**config.mk**
```make
export PLATFORM = sky130hd
export DESIGN_NAME = opnd_eval
export DESIGN_NICKNAME = d
export VERILOG_FILES = /design/src/rtl/opnd_pkg.sv /design/src/rtl/opnd_agen.sv /design/src/rtl/opnd_ctl.sv /design/src/rtl/opnd_sel.sv /design/src/rtl/opnd_eval.sv
export SDC_FILE = /design/constraint.sdc
export NUM_CORES = 1
export LEC_CHECK = 0
export ABC_AREA = 1
export BUFFER_PORTS_ARGS = -buffer_cell sky130_fd_sc_hd__buf_2
export CAP_MARGIN = 5
export CORE_AREA = 4 4 172 174
export DETAILED_ROUTE_END_ITERATION = 6
export DIE_AREA = 0 0 176 178
export HOLD_SLACK_MARGIN = 0.15
export PLACE_DENSITY = 0.84
export SLEW_MARGIN = 20
export SYNTH_ARGS = -nofsm -noshare
export SYNTH_HDL_FRONTEND = slang
export SYNTH_HIERARCHICAL = 1
export SYNTH_SLANG_ARGS = --single-unit
```
**constraint.sdc**
```tcl
create_clock -name clk -period 3 [get_ports clk]
set_input_delay 0.15 -clock clk [delete_from_list [all_inputs] [get_ports clk]]
set_output_delay 0.15 -clock clk [all_outputs]
set_load 0.005 [all_outputs]
```
**src/rtl/opnd_pkg.sv**
```systemverilog
package opnd_pkg;
  typedef enum logic [1:0] {
    OK_IMM = 2'b00,
    OK_REG = 2'b01,
    OK_MEM = 2'b10,
    OK_RSV = 2'b11
  } opnd_kind_e;
endpackage

```
**src/rtl/opnd_agen.sv**
```systemverilog
module opnd_agen #(
  parameter int XLEN   = 64,
  parameter int DISP_W = 32,
  parameter int SCL_W  = 2
) (
  input  logic [XLEN-1:0]   base_val,
  input  logic              base_en,
  input  logic [XLEN-1:0]   idx_val,
  input  logic              idx_en,
  input  logic [SCL_W-1:0]  scale,
  input  logic [DISP_W-1:0] disp,
  output logic [XLEN-1:0]   ea
);
  localparam int NSCALE = 1 << SCL_W;
  localparam int EXT_W  = XLEN - DISP_W;

  logic [XLEN-1:0] scaled [NSCALE];
  logic [XLEN-1:0] disp_ext;
  logic [XLEN-1:0] base_term;
  logic [XLEN-1:0] idx_term;

  // one shifted copy of the index per scale code
  for (genvar s = 0; s < NSCALE; s++) begin : g_scale
    assign scaled[s] = idx_val << s;
  end

  always_comb begin
    disp_ext  = {{EXT_W{disp[DISP_W-1]}}, disp};
    base_term = base_en ? base_val : '0;
    idx_term  = idx_en ? scaled[scale] : '0;
    ea        = disp_ext + base_term + idx_term;
  end
endmodule

```
**src/rtl/opnd_ctl.sv**
```systemverilog
module opnd_ctl (
  input  logic clk,
  input  logic rst_n,
  input  logic fire_rd,
  output logic busy
);
  logic busy_d;
  logic busy_en;

  always_comb begin
    busy_d  = fire_rd;
    busy_en = fire_rd | busy;
  end

  always_ff @(posedge clk or negedge rst_n) begin
    if (!rst_n) begin
      busy <= 1'b0;
    end else if (busy_en) begin
      busy <= busy_d;
    end
  end

  // an issued read is always followed by a result cycle
  a_r4_read_then_busy: assert property (@(posedge clk) disable iff (!rst_n)
    fire_rd |=> busy);

  // the busy window lasts exactly one cycle
  a_r6_busy_one_cycle: assert property (@(posedge clk) disable iff (!rst_n)
    busy |=> !busy);
endmodule

```
**src/rtl/opnd_sel.sv**
```systemverilog
module opnd_sel
  import opnd_pkg::*;
#(
  parameter int XLEN  = 64,
  parameter int RID_W = 4
) (
  input  opnd_kind_e        kind,
  input  logic              accept,
  input  logic              lea,
  input  logic              busy,
  input  logic [XLEN-1:0]   imm,
  input  logic [RID_W-1:0]  reg_id,
  input  logic [RID_W-1:0]  base_id,
  input  logic [XLEN-1:0]   rf_a,
  input  logic [XLEN-1:0]   ea,
  input  logic [XLEN-1:0]   mem_rdata,
  output logic [RID_W-1:0]  rf_addr_a,
  output logic              res_valid,
  output logic [XLEN-1:0]   res_value
);
  always_comb begin
    rf_addr_a = (kind == OK_REG) ? reg_id : base_id;
  end

  always_comb begin
    res_valid = 1'b0;
    res_value = '0;
    if (busy) begin
      res_valid = 1'b1;
      res_value = mem_rdata;
    end else if (accept) begin
      unique case (kind)
        OK_IMM: begin
          res_valid = 1'b1;
          res_value = imm;
        end
        OK_REG: begin
          res_valid = 1'b1;
          res_value = rf_a;
        end
        OK_MEM: begin
          if (lea) begin
            res_valid = 1'b1;
            res_value = ea;
          end
        end
        default: begin
          res_valid = 1'b0;
          res_value = '0;
        end
      endcase
    end
  end
endmodule

```
**src/rtl/opnd_eval.sv**
```systemverilog
module opnd_eval
  import opnd_pkg::*;
#(
  parameter int XLEN   = 64,
  parameter int NREG   = 16,
  parameter int DISP_W = 32,
  parameter int SCL_W  = 2,
  localparam int RID_W = $clog2(NREG)
) (
  input  logic              clk,
  input  logic              rst_n,
  input  logic              req_valid,
  output logic              req_ready,
  input  logic [1:0]        req_kind,
  input  logic              req_lea,
  input  logic [XLEN-1:0]   req_imm,
  input  logic [RID_W-1:0]  req_reg,
  input  logic              req_base_en,
  input  logic [RID_W-1:0]  req_base,
  input  logic              req_idx_en,
  input  logic [RID_W-1:0]  req_idx,
  input  logic [SCL_W-1:0]  req_scale,
  input  logic [DISP_W-1:0] req_disp,
  output logic [RID_W-1:0]  rf_addr_a,
  input  logic [XLEN-1:0]   rf_data_a,
  output logic [RID_W-1:0]  rf_addr_b,
  input  logic [XLEN-1:0]   rf_data_b,
  output logic              mem_rd_en,
  output logic [XLEN-1:0]   mem_addr,
  input  logic [XLEN-1:0]   mem_rdata,
  output logic              res_valid,
  output logic [XLEN-1:0]   res_value
);
  opnd_kind_e      kind;
  logic            accept;
  logic            busy;
  logic [XLEN-1:0] ea;

  always_comb begin
    kind      = opnd_kind_e'(req_kind);
    req_ready = ~busy;
    accept    = req_valid & req_ready;
    mem_rd_en = accept & (kind == OK_MEM) & ~req_lea;
    mem_addr  = ea;
    rf_addr_b = req_idx;
  end

  opnd_agen #(.XLEN(XLEN), .DISP_W(DISP_W), .SCL_W(SCL_W)) i_agen (
    .base_val (rf_data_a),
    .base_en  (req_base_en),
    .idx_val  (rf_data_b),
    .idx_en   (req_idx_en),
    .scale    (req_scale),
    .disp     (req_disp),
    .ea       (ea)
  );

  opnd_ctl i_ctl (
    .clk     (clk),
    .rst_n   (rst_n),
    .fire_rd (mem_rd_en),
    .busy    (busy)
  );

  opnd_sel #(.XLEN(XLEN), .RID_W(RID_W)) i_sel (
    .kind      (kind),
    .accept    (accept),
    .lea       (req_lea),
    .busy      (busy),
    .imm       (req_imm),
    .reg_id    (req_reg),
    .base_id   (req_base),
    .rf_a      (rf_data_a),
    .ea        (ea),
    .mem_rdata (mem_rdata),
    .rf_addr_a (rf_addr_a),
    .res_valid (res_valid),
    .res_value (res_value)
  );

  // an immediate never touches memory and answers at once
  a_r1_imm_now: assert property (@(posedge clk) disable iff (!rst_n)
    (req_valid && req_ready && req_kind == 2'b00) |->
      (!mem_rd_en && res_valid && res_value == req_imm));

  // address-only mode reports without a read
  a_r5_lea_no_read: assert property (@(posedge clk) disable iff (!rst_n)
    (req_valid && req_ready && req_kind == 2'b10 && req_lea) |->
      (!mem_rd_en && res_valid));

  // no read can start while the previous one is being returned
  a_r6_busy_blocks_read: assert property (@(posedge clk) disable iff (!rst_n)
    !req_ready |-> !mem_rd_en);

  // the read data is forwarded on the cycle after the strobe
  a_r4_data_next: assert property (@(posedge clk) disable iff (!rst_n)
    mem_rd_en |=> (res_valid && !req_ready));
endmodule

```
==> impl_metrics.py <==
metrics = {
    "detailed_routing": {
        "wl_met2_mm": 29.5,
        "vias": 17730,
        "drc_errors": 0,
        "postRouteAntennaNets": 0,
        "viasPerCell": 5.28,
        "wl_met1_mm": 24.2,
        "highest_layer": "met4",
        "drtPass1Iterations": 5,
        "drtIter0Drc": 1605,
        "wl_per_cell_um": 18.6,
        "drt-total-wl_mm": 62.5,
        "dr_wl_met3_mm": 5.76,
    },
    "synthesis": {
        "netlist_instances": 2294,
        "ys_seq_area_share_pct": 0.216,
        "synth_warnings": 6,
        "ys_types": 32,
        "synth_nets": 2730,
        "syn-cell-area_um2": 11600,
        "avgSynthCellArea_um2": 5.04,
        "ys_ff_latch": 1,
    },
    "place": {
        "io_buffers": 440,
        "dp_hpwl_mm": 44.7,
        "dp.cells": 3289,
        "pre_cts_slack_ps": -910,
        "gp_congestion": 0.972,
    },
    "global_routing": {
        "grt.overflow.total": 0,
        "antenna_found_initial": 0,
        "grt_pass1_wl_mm": 85.3,
        "grtUsageTotal_pct": 33.4,
        "grt_max_degree": 47,
        "grt_pass1_vias": 16335,
    },
    "finish": {
        "seqCellArea_um2": 26.3,
        "fillers": 2198,
        "nets": 3416,
        "drive_gt1_share_pct": 44.0,
        "largest_register": "i_ctl/busy",
        "multi_input_area_um2": 12600,
        "instances_no_fill": 3356,
        "top_regs": "i_ctl/busy (1)",
        "largest_reg_flops": 1,
        "area_growth_pct": 73.5,
        "diodes": 0,
    },
    "power_and_ir_drop": {
        "total_power_uw": 7810,
        "power-per-cell-area_nw_per_um2": 389,
        "leakage_uw": 0.0114,
        "max-vdd-ir-drop_v": 0.000307,
    },
    "timing": {
        "final.min_clock_period_ps": 3770,
        "timing_hold_violations_final": 0,
        "holdWs_ps": 300,
        "tns_ps": -54460,
        "finalClockSkew_ps": 0,
        "fmax_mhz": 265,
        "worst_slew_pin_slew_ps": 616,
        "setup_slack_ps": -770,
        "setup-violations-final": 119,
        "post-route-period-util_pct": 126,
        "slew_headroom_pct": 59.0,
        "rsz0062_at_grt": "yes",
        "slew_viol_final": 0,
    },
    "floorplan": {
        "boundaryPins": 449,
        "initial_utilization_pct": 41.6,
        "die_h_um": 178,
        "die_area_um2": 31300,
        "num_rows": 61,
        "die_w_um": 176,
        "core_region_area_um2": 27800,
    },
    "setup_path": {
        "cp_max_fo": 8,
        "r2r_setup_slack_ps": 1910,
        "cp.required_ps": 2850,
        "cp.arrival_ps": 3620,
        "critPathKind": "input pin to primary output",
        "worst_setup_path_start_kind": "input pin",
        "end_kind": "primary output",
    },
    "outcome": {
        "status": "finished, violations left",
        "failed_checks": "negative setup slack",
    },
    "worst_hold_path": {
        "min_path_type": "input pin to primary output",
    },
    "clock_network": {
        "clk_latency_ps": 0,
    },
    "run": {
        "max_cap_violations": 0,
    },
}
==> metrics by stage <==
step / instance area, um^2 / utilization (%)
floorplan: 11700 / -
global placement: 16100 / 57.9
detailed placement: 16100 / 57.9
CTS: 17800 / 64.1
global route: 20100 / 72.2
finish: 20100 / 72.2
==> final timing paths <==
check                                        from                endpoint  cells past startpoint
max in group asynchronous                   rst_n  i_ctl/busy$_DFFE_PN0P_                      2
min                                    req_idx[2]            rf_addr_b[2]                      0
max reg2reg                i_ctl/busy$_DFFE_PN0P_  i_ctl/busy$_DFFE_PN0P_                      3
max                                  req_scale[1]           res_value[60]                     23
min in group asynchronous                   rst_n  i_ctl/busy$_DFFE_PN0P_                      2
min reg2reg                i_ctl/busy$_DFFE_PN0P_  i_ctl/busy$_DFFE_PN0P_                      3
==> worst max-delay path, stage by stage <==
cell and delay, ps:
buf_8 100, or2_4 350, buf_12 200, o22ai_2 190, fa_1 480, ha_4 340, nand2_4 80, nor2_4 200
inv_1 140, nor3_1 270, nand2_1 140, nand2_4 130, nand2_2 90, nand2_1 80, nand2_1 60, nand2_1 80
nand2_1 70, clkinv_1 70, nand2_1 50, nand3_1 90, nand2_1 50, nand2_1 70, buf_2 110
==> repair_timing <==
action                                  in CTS  in global routing
resized for setup                          270                398
pin swaps                                   44                 78
cloned                                       6                 10
buffers inserted                             8                 42
hold endpoints to repair                     1                  0
endpoints found under the setup margin     118                120
hold buffers                                 1                  0
==> layout by cell type (no fill, tap or decap), drive strengths merged <==
master and count:
nand2 1066, buf 755, inv 410, nand3 194
nor2 122, fa 64, ha 62, o22ai 61
mux2i 59, clkinv 56, a21oi 40, xor2 33
nand4 14, nor3 14, clkbuf 7, o21ai 7
o21bai 6, or2 3, nor4 2, dlygate4sd3 1
xnor2 1, dfrtp 1
==> area by class of cell <==
class	count	area share, %
tap	378	2.36
inverter	466	8.80
timing repair buffer	763	26.1
multi-input combinational	1748	62.6
sequential	1	0.131
==> report_power, final <==
part	switching [uW]	total [uW]	internal, uW	leakage (uW)
Combinational	4230	7790	3570	0.0114
Clock	0	0	0	0
Sequential	3.55	17.6	14.1	0.0000121
==> layer usage <==
metal  up-vias  global-route usage, %
li1       8269                      -
met3       236                   3.69
met5         -                      0
met4         0                   9.81
met1      8127                   44.1
met2      1098                   57.8
==> cells by family after synthesis <==
group / Yosys count / share of synthesized area (%)
xor gates and xnor gates: 34 / 2.58
muxes: 59 / 5.11
and+or+nand+nor: 1414 / 50.0
AOI/OAI and AO/OA: 114 / 5.76
buffers and inverters: 546 / 18.5
adders and majority gates: 126 / 17.8
DFF: 1 / 0.216
==> cells in the mapped netlist <==
| master | n | share of area [%] |
|---|---|---|
| or2_2 | 1 | 0.054 |
| o22ai_1 | 61 | 3.3 |
| o21bai_1 | 6 | 0.39 |
| nor3_1 | 12 | 0.52 |
| nand4_1 | 14 | 0.76 |
| inv_1 | 403 | 13 |
| a21oi_1 | 39 | 1.7 |
| buf_2 | 23 | 1.0 |
| mux2i_1 | 59 | 5.1 |
| ha_1 | 62 | 6.7 |
| nand3_2 | 8 | 0.69 |
| nor2_4 | 4 | 0.39 |
| nor2_2 | 15 | 0.81 |
| nor4_2 | 2 | 0.22 |
| a21oi_2 | 1 | 0.076 |
| buf_4 | 17 | 1.1 |
| o21ai_0 | 6 | 0.26 |
| clkbuf_1 | 35 | 1.1 |
| clkinv_1 | 60 | 1.9 |
| xor2_1 | 33 | 2.5 |
| buf_1 | 5 | 0.16 |
| nand2_2 | 15 | 0.81 |
| or2_0 | 1 | 0.054 |
| nand3_1 | 186 | 8.1 |
| nor3_2 | 2 | 0.17 |
| nor2_1 | 103 | 3.3 |
| xnor2_1 | 1 | 0.076 |
| o21ai_1 | 1 | 0.043 |
| inv_2 | 3 | 0.097 |
| dfrtp_1 | 1 | 0.22 |
| nand2_1 | 1051 | 34 |
| fa_1 | 64 | 11 |
(Power assumes the default switching activity.)
